[src/rtl/rsch_pkg.sv]
package rsch_pkg;

  typedef enum logic [1:0] {
    ST_RUN   = 2'd0,
    ST_DRAIN = 2'd1,
    ST_SELF  = 2'd2,
    ST_WAKE  = 2'd3
  } rsch_state_e;

  function automatic int cyc_floor(input int ns, input int mhz);
    return (ns * mhz) / 1000;
  endfunction

  function automatic int cyc_ceil(input int ns, input int mhz);
    return (ns * mhz + 999) / 1000;
  endfunction

  function automatic int debt_cap(input int max_owed);
    return 2 * max_owed;
  endfunction

  function automatic int cnt_w(input int n);
    return (n <= 2) ? 1 : $clog2(n);
  endfunction

  // Owed-refresh arithmetic: a tick adds one, a grant removes one, both cancel.
  function automatic int debt_step(input int cur, input bit inc, input bit dec, input int cap);
    int n;
    n = cur;
    if (inc && !dec && n < cap) n = n + 1;
    else if (dec && !inc && n > 0) n = n - 1;
    return n;
  endfunction

endpackage

[src/rtl/rsch_interval.sv]
module rsch_interval #(
  parameter int PERIOD = 1560
) (
  input  logic clk,
  input  logic rst_n,
  input  logic run,
  output logic tick
);
  localparam int PW = rsch_pkg::cnt_w(PERIOD);
  localparam logic [PW-1:0] LAST = PW'(PERIOD - 1);

  logic [PW-1:0] cnt_q;

  always_ff @(posedge clk or negedge rst_n) begin
    if (!rst_n)             cnt_q <= '0;
    else if (!run)          cnt_q <= '0;
    else if (cnt_q == LAST) cnt_q <= '0;
    else                    cnt_q <= cnt_q + 1'b1;
  end

  assign tick = run && (cnt_q == LAST);

  generate
    if (PERIOD > 1) begin : g_spacing
      // ticks never come on consecutive edges
      a_r2_tick_spacing: assert property (@(posedge clk) disable iff (!rst_n)
        tick |=> !tick);
    end
  endgenerate

endmodule

[src/rtl/rsch_debt.sv]
module rsch_debt #(
  parameter int MAX_OWED = 8,
  parameter int W        = 5
) (
  input  logic         clk,
  input  logic         rst_n,
  input  logic         clear,
  input  logic         inc,
  input  logic         dec,
  output logic [W-1:0] debt,
  output logic         err
);
  localparam int CAP = rsch_pkg::debt_cap(MAX_OWED);

  logic [W-1:0] debt_q;

  always_ff @(posedge clk or negedge rst_n) begin
    if (!rst_n)     debt_q <= '0;
    else if (clear) debt_q <= '0;
    else            debt_q <= W'(rsch_pkg::debt_step(int'(debt_q), inc, dec, CAP));
  end

  assign debt = debt_q;
  assign err  = int'(debt_q) > MAX_OWED;

  // one more owed refresh past the limit raises the flag
  a_r5_err_on_overdue: assert property (@(posedge clk) disable iff (!rst_n)
    (!clear && inc && !dec && int'(debt) == MAX_OWED) |=> err);
  // the scheduler only retires a refresh that is actually owed
  a_r4_dec_nonzero: assert property (@(posedge clk) disable iff (!rst_n)
    dec |-> (debt != '0));

endmodule

[src/rtl/rsch_rfc.sv]
module rsch_rfc #(
  parameter int RFC = 15
) (
  input  logic clk,
  input  logic rst_n,
  input  logic start,
  output logic busy
);
  localparam int CW = rsch_pkg::cnt_w(RFC + 1);
  localparam logic [CW-1:0] LOAD = CW'(RFC);

  logic [CW-1:0] cnt_q;

  always_ff @(posedge clk or negedge rst_n) begin
    if (!rst_n)            cnt_q <= '0;
    else if (start)        cnt_q <= LOAD;
    else if (cnt_q != '0)  cnt_q <= cnt_q - 1'b1;
  end

  assign busy = (cnt_q != '0);

  // a new refresh never starts inside the previous refresh cycle
  a_r4_no_restart: assert property (@(posedge clk) disable iff (!rst_n)
    start |-> !busy);

endmodule

[src/rtl/refresh_sched.sv]
module refresh_sched #(
  parameter int CLK_MHZ  = 200,
  parameter int REFI_CYC = rsch_pkg::cyc_floor(7800, CLK_MHZ),
  parameter int RFC_CYC  = rsch_pkg::cyc_ceil(75, CLK_MHZ),
  parameter int MAX_OWED = 8
) (
  input  logic clk,
  input  logic rst_n,
  input  logic all_idle,
  input  logic sr_req,
  input  logic sr_exit,
  input  logic ref_gnt,
  output logic ref_req,
  output logic sr_cmd,
  output logic cke,
  output logic cmd_block,
  output logic [rsch_pkg::cnt_w(rsch_pkg::debt_cap(MAX_OWED) + 1)-1:0] debt,
  output logic err
);
  import rsch_pkg::*;

  localparam int DW = cnt_w(debt_cap(MAX_OWED) + 1);

  rsch_state_e state_q, state_d;
  logic force_q, force_d;
  logic nop_q;

  // named internal events
  logic tick, grant, rfc_busy, enter_ok, take_sr, take_exit, dec, clr;
  logic [DW-1:0] debt_w;

  rsch_interval #(.PERIOD(REFI_CYC)) u_interval (
    .clk(clk), .rst_n(rst_n), .run(state_q != ST_SELF), .tick(tick)
  );

  rsch_debt #(.MAX_OWED(MAX_OWED), .W(DW)) u_debt (
    .clk(clk), .rst_n(rst_n), .clear(clr), .inc(tick), .dec(dec),
    .debt(debt_w), .err(err)
  );

  rsch_rfc #(.RFC(RFC_CYC)) u_rfc (
    .clk(clk), .rst_n(rst_n), .start(grant), .busy(rfc_busy)
  );

  assign ref_req   = (force_q || debt_w != '0) && !rfc_busy && !nop_q &&
                     (state_q != ST_SELF);
  assign grant     = ref_req && ref_gnt;
  assign dec       = grant && !force_q;
  assign enter_ok  = (state_q == ST_DRAIN) && !force_q && (debt_w == '0) &&
                     !rfc_busy && all_idle;
  assign take_sr   = (state_q == ST_RUN) && sr_req;
  assign take_exit = (state_q == ST_SELF) && sr_exit;
  assign clr       = enter_ok || (state_q == ST_SELF);

  assign sr_cmd    = enter_ok;
  assign cke       = !(enter_ok || state_q == ST_SELF);
  assign cmd_block = rfc_busy || nop_q;
  assign debt      = debt_w;

  always_comb begin
    state_d = state_q;
    force_d = force_q;
    if (grant && force_q) force_d = 1'b0;
    unique case (state_q)
      ST_RUN:   if (take_sr) begin state_d = ST_DRAIN; force_d = 1'b1; end
      ST_DRAIN: if (enter_ok) state_d = ST_SELF;
      ST_SELF:  if (take_exit) begin state_d = ST_WAKE; force_d = 1'b1; end
      ST_WAKE:  if (grant && force_q) state_d = ST_RUN;
      default:  state_d = ST_RUN;
    endcase
  end

  always_ff @(posedge clk or negedge rst_n) begin
    if (!rst_n) begin
      state_q <= ST_RUN;
      force_q <= 1'b0;
      nop_q   <= 1'b0;
    end else begin
      state_q <= state_d;
      force_q <= force_d;
      nop_q   <= take_exit;
    end
  end

  // a raised request waits for its grant
  a_r3_req_hold: assert property (@(posedge clk) disable iff (!rst_n)
    (ref_req && !ref_gnt) |=> ref_req);
  // a grant opens the refresh-cycle window
  a_r4_block_after_grant: assert property (@(posedge clk) disable iff (!rst_n)
    grant |=> (cmd_block && !ref_req));
  // accepted self-refresh request yields a refresh request or an ongoing refresh
  a_r6_forced_refresh: assert property (@(posedge clk) disable iff (!rst_n)
    take_sr |=> (ref_req || cmd_block));
  // command only with banks idle and CKE low
  a_r7_cke_with_cmd: assert property (@(posedge clk) disable iff (!rst_n)
    sr_cmd |-> (!cke && all_idle));
  // CKE stays low until an exit request
  a_r7_cke_held: assert property (@(posedge clk) disable iff (!rst_n)
    (!cke && !sr_exit) |=> !cke);
  // no refresh requests while the memory refreshes itself
  a_r8_quiet_in_sr: assert property (@(posedge clk) disable iff (!rst_n)
    !cke |-> (!ref_req && debt == '0));
  // exit gives one blocked no-operation cycle with CKE high
  a_r9_exit_nop: assert property (@(posedge clk) disable iff (!rst_n)
    take_exit |=> (cke && cmd_block && !ref_req));

endmodule

[config.mk]
export PLATFORM = sky130hd
export DESIGN_NAME = refresh_sched
export DESIGN_NICKNAME = d
export VERILOG_FILES = /design/src/rtl/rsch_pkg.sv /design/src/rtl/rsch_interval.sv /design/src/rtl/rsch_debt.sv /design/src/rtl/rsch_rfc.sv /design/src/rtl/refresh_sched.sv
export SDC_FILE = /design/constraint.sdc
export NUM_CORES = 1
export LEC_CHECK = 0
export CORE_ASPECT_RATIO = 0.9
export CORE_UTILIZATION = 55
export CTS_BUF_LIST = sky130_fd_sc_hd__clkbuf_16
export CTS_CLUSTER_DIAMETER = 200
export DETAILED_ROUTE_END_ITERATION = 8
export DONT_BUFFER_PORTS = 1
export HOLD_SLACK_MARGIN = 0.05
export PLACE_DENSITY = 0.72
export SLEW_MARGIN = 20
export SYNTH_ARGS = -nofsm -noshare
export SYNTH_HDL_FRONTEND = slang
export SYNTH_HIERARCHICAL = 1
export SYNTH_SLANG_ARGS = --single-unit
[constraint.sdc]
create_clock -name clk -period 5.4 [get_ports clk]
set_input_delay 0 -clock clk [delete_from_list [all_inputs] [get_ports clk]]
set_output_delay 0 -clock clk [all_outputs]
set_load 0.1 [all_outputs]
==> impl_metrics.tcl, run 1 <==
set metrics [dict create \
    status "complete, but fails checks" \
    violations "DRC" \
    holdPathEnd "state_q[0]$_DFFE_PN0P_" \
    antenna_found_initial 0 \
    drive_above_1_share_pct 12.80 \
    yosysWarnings 6 \
    slew_headroom_pct 27.43 \
    report.final.slew_viol_count 0 \
    cts.sinks 24 \
    drt_iter0_markers 74 \
    hold_class "input port to register" \
    core.rowCount 17 \
    max_freq_ghz 0.2666 \
    r2r_start "u_rfc/cnt_q[0]$_DFFE_PN0P_" \
    tns_ps 0 \
    grtUsageMet2_pct 39.61 \
    avgViaCountPerCell 6.193 \
    drt.antenna.violating_nets 0 \
    max_stage_delay_ps 410 \
    fin_nets 184 \
    fin_ws_ps 1649 \
    cts_buffers 3 \
    core_region_area_um2 2531 \
    synth_common_cells "dfrtp_1, nor2_1, inv_1" \
    place.gp.congestion 0.8379 \
    cp.arrival_ps 3880 \
    drc 3 \
    ys_ff_latch 24 \
    cts_root_buffer "clkbuf_16" \
    synth.largest_area_cell "dfrtp_1" \
    syn-instance-count 154 \
    worstSetupPathType "register to register" \
    path_cells "inv_1, ha_1, nor3b_2, inv_1, or2_4, a211oi_4, buf_4, nand2_1, nor2_1, nand2b_1, nor2_1, inv_1, ha_1, a21oi_1, a22oi_1, a31oi_1, o31ai_1" \
    dominantRegCellSynth "dfrtp_1" \
    yosysTopAreaCellShare_pct 39.70 \
    grt_busiest_layer "met2" \
    cts_tree "done" \
    drtPass1Iterations 6 \
    critPathLaunchType "register" \
    drv_cap 0 \
    cts_resized 0 \
    rsz0062_at_grt "false" \
    synth_area_leaders "dfrtp_1, ha_1, nor2_1" \
    worstHoldStart "ref_gnt" \
    fin_crit_ps 3751 \
    via_count 1189 \
    clk_latency_ps 250 \
    tightest_slew_ps 1088 \
    r2r_end "u_debt/debt[4]$_DFFE_PN0P_" \
    grt_pass1_vias 1175 \
    ios 16 \
    grt_use_met3_pct 4.975 \
    fin_worst_skew_ps 5.572 \
    die_area_um2 2964 \
    reg2reg_depth 17 \
    use_met1_pct 26.69 \
    hold_violations 0 \
    end_kind "register" \
    start_util_pct 59.76 \
    dp_hpwl_mm 2.117 \
    worstPathMaxFanout 5 \
    dieHeight_um 51.75 \
    area_growth_syn_to_layout_pct 12.49 \
    syn-cell-area_um2 1513 \
    cp_common_cell "inv_1" \
    postSynthAreaPerCell_um2 9.823 \
    finalCritPeriodShare_pct 69.46 \
    critPathTopFamily "simple AND/OR/NAND/NOR gates" \
    crit_path_top_delay_cell "dfrtp_1" \
    path_buf_inv 4 \
    yosysMostFrequentCell "dfrtp_1" \
    dp_slack_ps 1696 \
    grt_pass1_wl_mm 5.002 \
    synth_cell_types 46 \
    diodes 0 \
    clk_pin_slew_ps 60 \
    htreeDepth 1 \
    setup_viol 0 \
    gr-total-overflow 0 \
    wl_per_cell_um 15.09 \
    regToRegSetupSlack_ps 1650 \
    port_buffers 0 \
    final_core_util_pct 67.23 \
    synth_edf_count 0 \
    die_w_um 57.28 \
    synth-seq-area-share_pct 39.70 \
    whs_path_depth 3 \
    syn_nets 172 \
    worstPathRequired_ps 5530 \
    grt_max_degree 25 \
    synthArstFlopShare_pct 100.0 \
    wl_mm 2.897 \
    clockBufferDepth 2 \
    grtUsageTotal_pct 22.31 \
]
-- per-layer routing --
layer / share of wire [%] / vias to the layer above
met5: 0 / -
li1: - / 572
met4: 0.86 / 0
met1: 44 / 581
met3: 4.9 / 4
met2: 50 / 32
-- kinds of logic (layout without fill, tap and decap cells) --
kind of cell | Yosys count | in the layout | share of synthesized area [%]
adders and majority gates | 12 | 12 | 10.42
AOI/OAI and AO/OA | 33 | 33 | 15.22
DFF | 24 | 24 | 39.70
xor gates and xnor gates | 4 | 4 | 2.316
buffers and inverters | 15 | 25 | 3.722
muxes | 7 | 7 | 5.211
and+or+nand+nor | 59 | 59 | 23.41
-- cell usage in the layout, fill, tap and decap left out, types with 2 or more instances in the layout --
cell / instances
a211o_1: 3
a21oi_1: 9
a31oi_1: 2
and3_1: 2
buf_4: 2
clkbuf_16: 3
dfrtp_1: 24
dlygate4sd3_1: 4
ha_1: 11
inv_1: 14
mux2_2: 3
mux2i_1: 3
nand2_1: 5
nand2b_1: 3
nand3_1: 6
nand4_1: 2
nor2_1: 15
nor2b_1: 5
nor3_1: 2
o21ai_0: 5
o31ai_1: 4
or3_1: 3
or4_1: 3
xnor2_1: 2
xor2_1: 2
-- layout make-up --
type                       instances  area [um2]
clock buffer                       3       75.07
fill                             203       829.5
inverter                          15       56.30
multi-input combinational        115       874.6
sequential                        24       600.6
tap                               28       35.03
timing repair buffer               7       60.06
-- flip-flops by register name, summed over array words and instances, names as in the netlist --
register / cells
state_q: 2
nop_q: 1
u_debt/debt: 5
u_interval/cnt_q: 11
force_q: 1
u_rfc/cnt_q: 4
-- how the worst max path moves through the flow --
stage	slack [ps]	endpoint	depth (start not counted)	start
after floorplan	960	u_debt/debt[1]$_DFFE_PN0P_	14	u_rfc/cnt_q[0]$_DFFE_PN0P_
after global placement	1840	u_debt/debt[4]$_DFFE_PN0P_	17	u_rfc/cnt_q[0]$_DFFE_PN0P_
after detailed placement	1700	u_debt/debt[4]$_DFFE_PN0P_	17	u_rfc/cnt_q[0]$_DFFE_PN0P_
after CTS	1690	u_debt/debt[4]$_DFFE_PN0P_	17	u_rfc/cnt_q[0]$_DFFE_PN0P_
after global routing	1340	u_debt/debt[4]$_DFFE_PN0P_	17	u_rfc/cnt_q[0]$_DFFE_PN0P_
final	1650	u_debt/debt[4]$_DFFE_PN0P_	17	u_rfc/cnt_q[0]$_DFFE_PN0P_
-- metrics by stage --
stage / std cells / hold slack [ps] / cell area [um2]
global placement: 184 / -295.2 / 1582
detailed placement: 184 / -295.1 / 1582
floorplan: 154 / -295.6 / 1518
finish: 192 / 86.86 / 1702
CTS: 191 / 82.17 / 1697
global route: 192 / 133.5 / 1702
-- worst register-to-register path, stage by stage, from the launching register on --
cell and delay (ps):
dfrtp_1 410, inv_1 90, ha_1 180, nor3b_2 280, inv_1 110, or2_4 400
a211oi_4 240, buf_4 320, nand2_1 140, nor2_1 140, nand2b_1 180, nor2_1 100
inv_1 180, ha_1 300, a21oi_1 200, a22oi_1 100, a31oi_1 170, o31ai_1 90
-- timing repair --
item	in CTS	in global routing
setup endpoints to repair	0	0
buffers inserted	0	0
hold buffers	4	1
endpoints found under the hold margin	26	24
Power of run 1 is left out: the tool's default activity adds up to more than one toggle a clock period on the data nets, which glitch-free logic cannot reach.
==> inputs of run 2 (changes only) <==
ABC_AREA = 1   (was default)
clock period = 3.91 ns   (was 5.4 ns; I/O delays follow)
==> run 2 against run 1 <==
Effect of this change:
- the flow now finishes without violations
- utilization decreased by 1.2 points
- non-clock buffer count increased by 4
- final area increased by 5.7%
- clock-buffer cell count unchanged
- fmax increased by 29%
- area after synthesis increased by 4.3%
- register-to-register slack got worse by 650 ps
- die area increased by 4.1%
- first-iteration DRC count decreased by 24%
==> impl_metrics.tcl, run 2 <==
set metrics [dict create \
    status "finished, final reports clean" \
    area_growth_syn_to_layout_pct 14.04 \
    grt_max_degree 25 \
    p_per_area_nw_per_um2 895.9 \
    top_register "u_interval/cnt_q" \
    clockBufferDepth 2 \
    final_cells 262 \
    fin_nets 241 \
    most-common-layout-cells "nand2_1, inv_1, nor2_1, nand3_1, dfrtp_1" \
    antenna_found_initial 0 \
    drt.antenna.violating_nets 0 \
    synth.largest_area_cell "dfrtp_1" \
    diodes 0 \
    drt_iter0_markers 56 \
    cts_resized 0 \
    hold_violations 0 \
    htreeDepth 1 \
    dieHeight_um 52.81 \
    pwr-share-clk_pct 13.4 \
    cp_common_cell "inv_1" \
    yosysMostFrequentCell "nand2_1" \
    max_stage_delay_ps 880 \
    drc 0 \
    dominantRegCellSynth "dfrtp_1" \
    syn_nets 225 \
    wl_per_cell_um 11.15 \
    drive_above_1_share_pct 14.41 \
    ios 16 \
    die_w_um 58.46 \
    cts_root_buffer "clkbuf_16" \
    syn-instance-count 207 \
    cts.sinks 24 \
    rsz0062_at_grt "false" \
    place_inst 253 \
    synthArstFlopShare_pct 100.0 \
    hold_class "input port to register" \
    slew_headroom_pct 25.50 \
    core_region_area_um2 2725 \
    avgViaCountPerCell 4.969 \
    final_common_cell "nand2_1" \
    drtPass1Iterations 4 \
    finalCritPeriodShare_pct 74.46 \
    crit_path_top_delay_cell "nor2_2" \
    drv_cap 0 \
    synth-seq-area-share_pct 38.07 \
    wl_mm 2.920 \
    synth_common_cells "nand2_1, inv_1, nor2_1" \
    fin_crit_ps 2912 \
    cts_tree "done" \
    worstSetupPathType "register to register" \
    worstPathMaxFanout 6 \
    sw_frac_of_total_pct 54.11 \
    worstPathRequired_ps 4050 \
    clk_latency_ps 250 \
    cp.arrival_ps 3050 \
    path_cells "inv_1, ha_1, nand3_4, inv_1, nand3_1, nor2_4, nor2_2, inv_1, inv_1, nand2_2, inv_1, nand2_2, nand3_1, o21ai_1" \
    yosysTopAreaCellShare_pct 38.07 \
    fin_ws_ps 998.5 \
    synth_edf_count 0 \
    place.gp.congestion 0.8642 \
    die_area_um2 3087 \
    via_count 1302 \
    synth_cell_types 23 \
    cts_buffers 3 \
    end_kind "register" \
    combPwrFrac_pct 61.6 \
    port_buffers 0 \
    dp_hpwl_mm 2.273 \
    grt_pass1_vias 1236 \
    grtUsageTotal_pct 21.68 \
    yosysWarnings 6 \
    tightest_slew_ps 1116 \
    largest_reg_flops 11 \
    grt_pass1_wl_mm 5.016 \
    core.rowCount 18 \
    dp_slack_ps 1037 \
    postSynthAreaPerCell_um2 7.622 \
    fin_worst_skew_ps 3.740 \
    gr-total-overflow 0 \
    report.final.slew_viol_count 0 \
    syn-cell-area_um2 1578 \
    vdd_drop_max_mv 0.5154 \
    start_util_pct 57.90 \
    critPathLaunchType "register" \
    tns_ps 0 \
    p_switching_uw 872.3 \
    pwr-share-seq_pct 25.0 \
    clk_pin_slew_ps 60 \
    max_freq_ghz 0.3435 \
    ys_ff_latch 24 \
    power.internal_uw 739.7 \
    synth_area_leaders "dfrtp_1, nand2_1, ha_1" \
    leakage_nw 0.9069 \
    setup_viol 0 \
    whs_ps 68.37 \
]
-- run 2: cell families (layout without fill, tap and decap cells) --
family / Yosys count / after routing / share of synthesized area [%]
xor gates and xnor gates: 4 / 4 / 2.221
adders and majority gates: 12 / 12 / 9.992
DFF: 24 / 24 / 38.07
and+or+nand+nor: 119 / 119 / 36.95
AOI/OAI and AO/OA: 13 / 13 / 4.441
buffers and inverters: 35 / 50 / 8.326
-- run 2: area by class of cell --
| cell class | instances | area, um2 |
|---|---|---|
| tap | 40 | 50.05 |
| timing repair buffer | 11 | 90.09 |
| multi-input combinational | 148 | 848.3 |
| fill | 225 | 925.9 |
| clock inverter | 1 | 3.754 |
| inverter | 35 | 131.4 |
| clock buffer | 3 | 75.07 |
| sequential | 24 | 600.6 |
-- run 2: through the flow --
| step | total power, mW | instance area, um2 | utilization (%) |
|---|---|---|---|
| 3_5_place_dp | 1.377 | 1675 | 61.48 |
| 4_1_cts | 1.617 | 1794 | 65.84 |
| 3_3_place_gp | 1.346 | 1675 | 61.48 |
| 2_1_floorplan | 1.211 | 1578 | - |
| 6_report | 1.612 | 1799 | 66.02 |
| 5_1_grt | 1.735 | 1799 | 66.02 |
-- run 2: power groups by stage --
| stage | combinational (mW) | sequential [mW] | clock [mW] |
|---|---|---|---|
| floorplan | 0.615 | 0.596 | 0 |
| global placement | 0.944 | 0.401 | 0 |
| detailed placement | 0.971 | 0.406 | 0 |
| CTS | 0.994 | 0.402 | 0.222 |
| global route | 1.09 | 0.414 | 0.231 |
| finish | 0.992 | 0.403 | 0.217 |
-- run 2: repair_timing --
item                                   4_1_cts  5_1_grt
endpoints found under the hold margin       26       24
setup endpoints to repair                    0        0
hold buffers                                 4        1
buffers inserted                             0        0
-- run 2: path summary, 6_finish.rpt --
check,start,to,slack (ps),depth (start not counted)
setup / recovery,u_rfc/cnt_q[0]$_DFFE_PN0P_,u_debt/debt[0]$_DFFE_PN0P_,1000,14
hold / removal,ref_gnt,u_rfc/cnt_q[2]$_DFFE_PN0P_,70,4
setup reg to reg,u_rfc/cnt_q[0]$_DFFE_PN0P_,u_debt/debt[0]$_DFFE_PN0P_,1000,14
hold reg to reg,u_interval/cnt_q[0]$_DFF_PN0_,u_interval/cnt_q[0]$_DFF_PN0_,470,1
max in group asynchronous,rst_n,u_interval/cnt_q[3]$_DFF_PN0_,3310,2
min in group asynchronous,rst_n,u_rfc/cnt_q[2]$_DFFE_PN0P_,250,2
-- run 2: critical path, delay by kind of cell (launching register included) --
family	cells	cell delay (ps)
compound gates	1	70
fa+ha+maj	1	270
buf+inv	5	540
flops	1	370
simple gates	7	1540
-- run 2: routing by layer --
metal	wire, um	vias up	track usage, %
met3	73	4	2.469
met2	1468	17	39.85
met4	35	0	9.921
li1	-	680	-
met5	0	-	0
met1	1342	601	25.27
Note: power is estimated with default switching activity, not from simulation.
==> inputs of run 3 (changes only) <==
ABC_AREA = 0   (was 1)
PLACE_DENSITY = 0.75   (was 0.72)
clock period = 2.64 ns   (was 3.91 ns; I/O delays follow)
==> run 3 against run 2 <==
Effect of this change:
- the flow now finishes with violations (DRC, setup timing)
- register-to-register slack got worse by 1100 ps
- sequential share of layout area decreased by 5.7 points
- final cell count decreased by 13%
- final area increased by 21%
- sequential power increased by 56%
- wire length increased by 44%
- clock skew decreased by 1.6 ps
- hold slack improved by 65 ps
- clock-buffer cell count unchanged
- setup slack got worse by 1100 ps
- sequential cell count unchanged
==> impl_metrics.tcl, run 3 (synthesis results as in run 1) <==
set metrics [dict create \
    max_stage_delay_ps 570 \
    fin_worst_skew_ps 2.160 \
    clk_pin_slew_ps 60 \
    fin_nets 220 \
    finalCritPeriodShare_pct 104.0 \
    path_buf_inv 3 \
    antenna_found_initial 0 \
    clockBufferDepth 2 \
    worstPathMaxFanout 5 \
    ios 16 \
    gr-total-overflow 0 \
    hold_violations 0 \
    critPathLaunchType "register" \
    place_inst 209 \
    die_area_um2 2964 \
    drtPass1Iterations 7 \
    critPathTopFamily "simple AND/OR/NAND/NOR gates" \
    dieHeight_um 51.75 \
    largest_reg_flops 11 \
    crit_path_top_delay_cell "or4b_4" \
    core_region_area_um2 2531 \
    wl_mm 4.219 \
    max_freq_ghz 0.3642 \
    vdd_drop_max_mv 0.9174 \
    top_register "u_interval/cnt_q" \
    place.gp.congestion 0.8281 \
    core.rowCount 17 \
    tightest_slew_ps 572.4 \
    cts_tree "done" \
    drt_iter0_markers 84 \
    fin_ws_ps -105.8 \
    port_buffers 0 \
    hold_class "input port to register" \
    via_count 1394 \
    end_kind "register" \
    htreeDepth 1 \
    wl_per_cell_um 18.42 \
    drt.antenna.violating_nets 0 \
    leakage_nw 0.9626 \
    worstPathRequired_ps 2780 \
    clk_latency_ps 260 \
    grt_max_degree 25 \
    fillerInstances 126 \
    cts_root_buffer "clkbuf_16" \
    avgViaCountPerCell 6.087 \
    start_util_pct 59.76 \
    drive_above_1_share_pct 40.30 \
    cp.arrival_ps 2890 \
    area_growth_syn_to_layout_pct 43.51 \
    final_common_cell "buf_4" \
    path_cells "or4b_4, nor4_2, buf_4, nand2b_4, nor2_4, clkinv_4, fa_2, buf_4, xnor2_2, nor2_1, mux2_2" \
    grt_pass1_vias 1372 \
    drv_cap 0 \
    dp_hpwl_mm 2.516 \
    grt_pass1_wl_mm 6.099 \
    cts_buffers 3 \
    final_cells 229 \
    report.final.slew_viol_count 0 \
    violations "DRC, setup timing" \
    most-common-layout-cells "buf_4, dfrtp_1, nor2_1, inv_1, a21oi_1" \
    slew_headroom_pct 61.55 \
    drc 2 \
    diodes 0 \
    rsz0062_at_grt "true" \
    grtUsageTotal_pct 27.06 \
    status "complete, but fails checks" \
    setup_viol 5 \
    p_total_mw 2.912 \
    p_per_area_nw_per_um2 1342 \
    fin_crit_ps 2746 \
    die_w_um 57.28 \
    cp_common_cell "buf_4" \
    worstSetupPathType "register to register" \
    cts.sinks 24 \
]
==> run 3: final timing paths <==
kind                            slack [ps]                          start                             to  depth (start not counted)
worst max-delay path                  -110  u_interval/cnt_q[5]$_DFF_PN0_     u_debt/debt[2]$_DFFE_PN0P_                         11
worst min-delay path                   130                         sr_req         state_q[0]$_DFFE_PN0P_                          4
worst max register to register        -110  u_interval/cnt_q[5]$_DFF_PN0_     u_debt/debt[2]$_DFFE_PN0P_                         11
worst min register to register         470  u_interval/cnt_q[0]$_DFF_PN0_  u_interval/cnt_q[0]$_DFF_PN0_                          1
max in group asynchronous             2000                          rst_n              force_q$_DFF_PN0_                          2
min in group asynchronous              280                          rst_n  u_interval/cnt_q[8]$_DFF_PN0_                          2
==> run 3: area by class of cell <==
cell class	count	area [um2]	share of cell area [%]
clock buffer	3	75.07	3.458
clock inverter	1	30.03	1.383
inverter	15	63.81	2.939
multi-input combinational	115	1022	47.09
sequential	24	600.6	27.67
tap	28	35.03	1.614
timing repair buffer	43	344.1	15.85
==> run 3: timing repair <==
action / 4_1_cts / 5_1_grt
endpoints found under the hold margin: 26 / 24
hold buffers: 3 / 1
setup buffers: 6 / 6
pin swaps: 3 / 7
setup endpoints to repair: 5 / 8
resized for setup: 5 / 13
==> run 3: routing by layer <==
layer  GRT usage [%]  wire (um)  vias to the layer above
li1                -          -                      653
met1           34.08       1786                      685
met5               0          0                        -
met4           4.472         36                        0
met3           4.478        171                        5
met2           49.80       2225                       51
==> run 3: worst register-to-register path: stages, from the launching register on <==
cell      delay (ps)
dfrtp_1          390
or4b_4           570
nor4_2           220
buf_4            170
nand2b_4          60
nor2_4           140
clkinv_4         110
fa_2             390
buf_4            150
xnor2_2          140
nor2_1            50
mux2_2           260
==> run 3: metrics by stage <==
stage / setup slack, ps / TNS, ps / utilization [%] / instance area (um2) / hold WS [ps]
after floorplan: -1140 / -5902 / - / 1590 / -295.6
after global placement: 1.365 / 0 / 72.86 / 1844 / -295.1
after detailed placement: -52.05 / -94.48 / 72.86 / 1844 / -295.1
after CTS: -15.09 / -15.09 / 80.97 / 2049 / 116.9
after global routing: -233.0 / -1165 / 85.76 / 2171 / 169.0
final: -105.8 / -373.7 / 85.76 / 2171 / 133.3
==> run 3: power breakdown <==
group          total, mW  leakage (nW)  switching [mW]  internal, mW
sequential         0.629         0.304           0.131         0.499
clock              0.431        0.0511           0.130         0.301
combinational       1.85         0.607            1.13         0.724
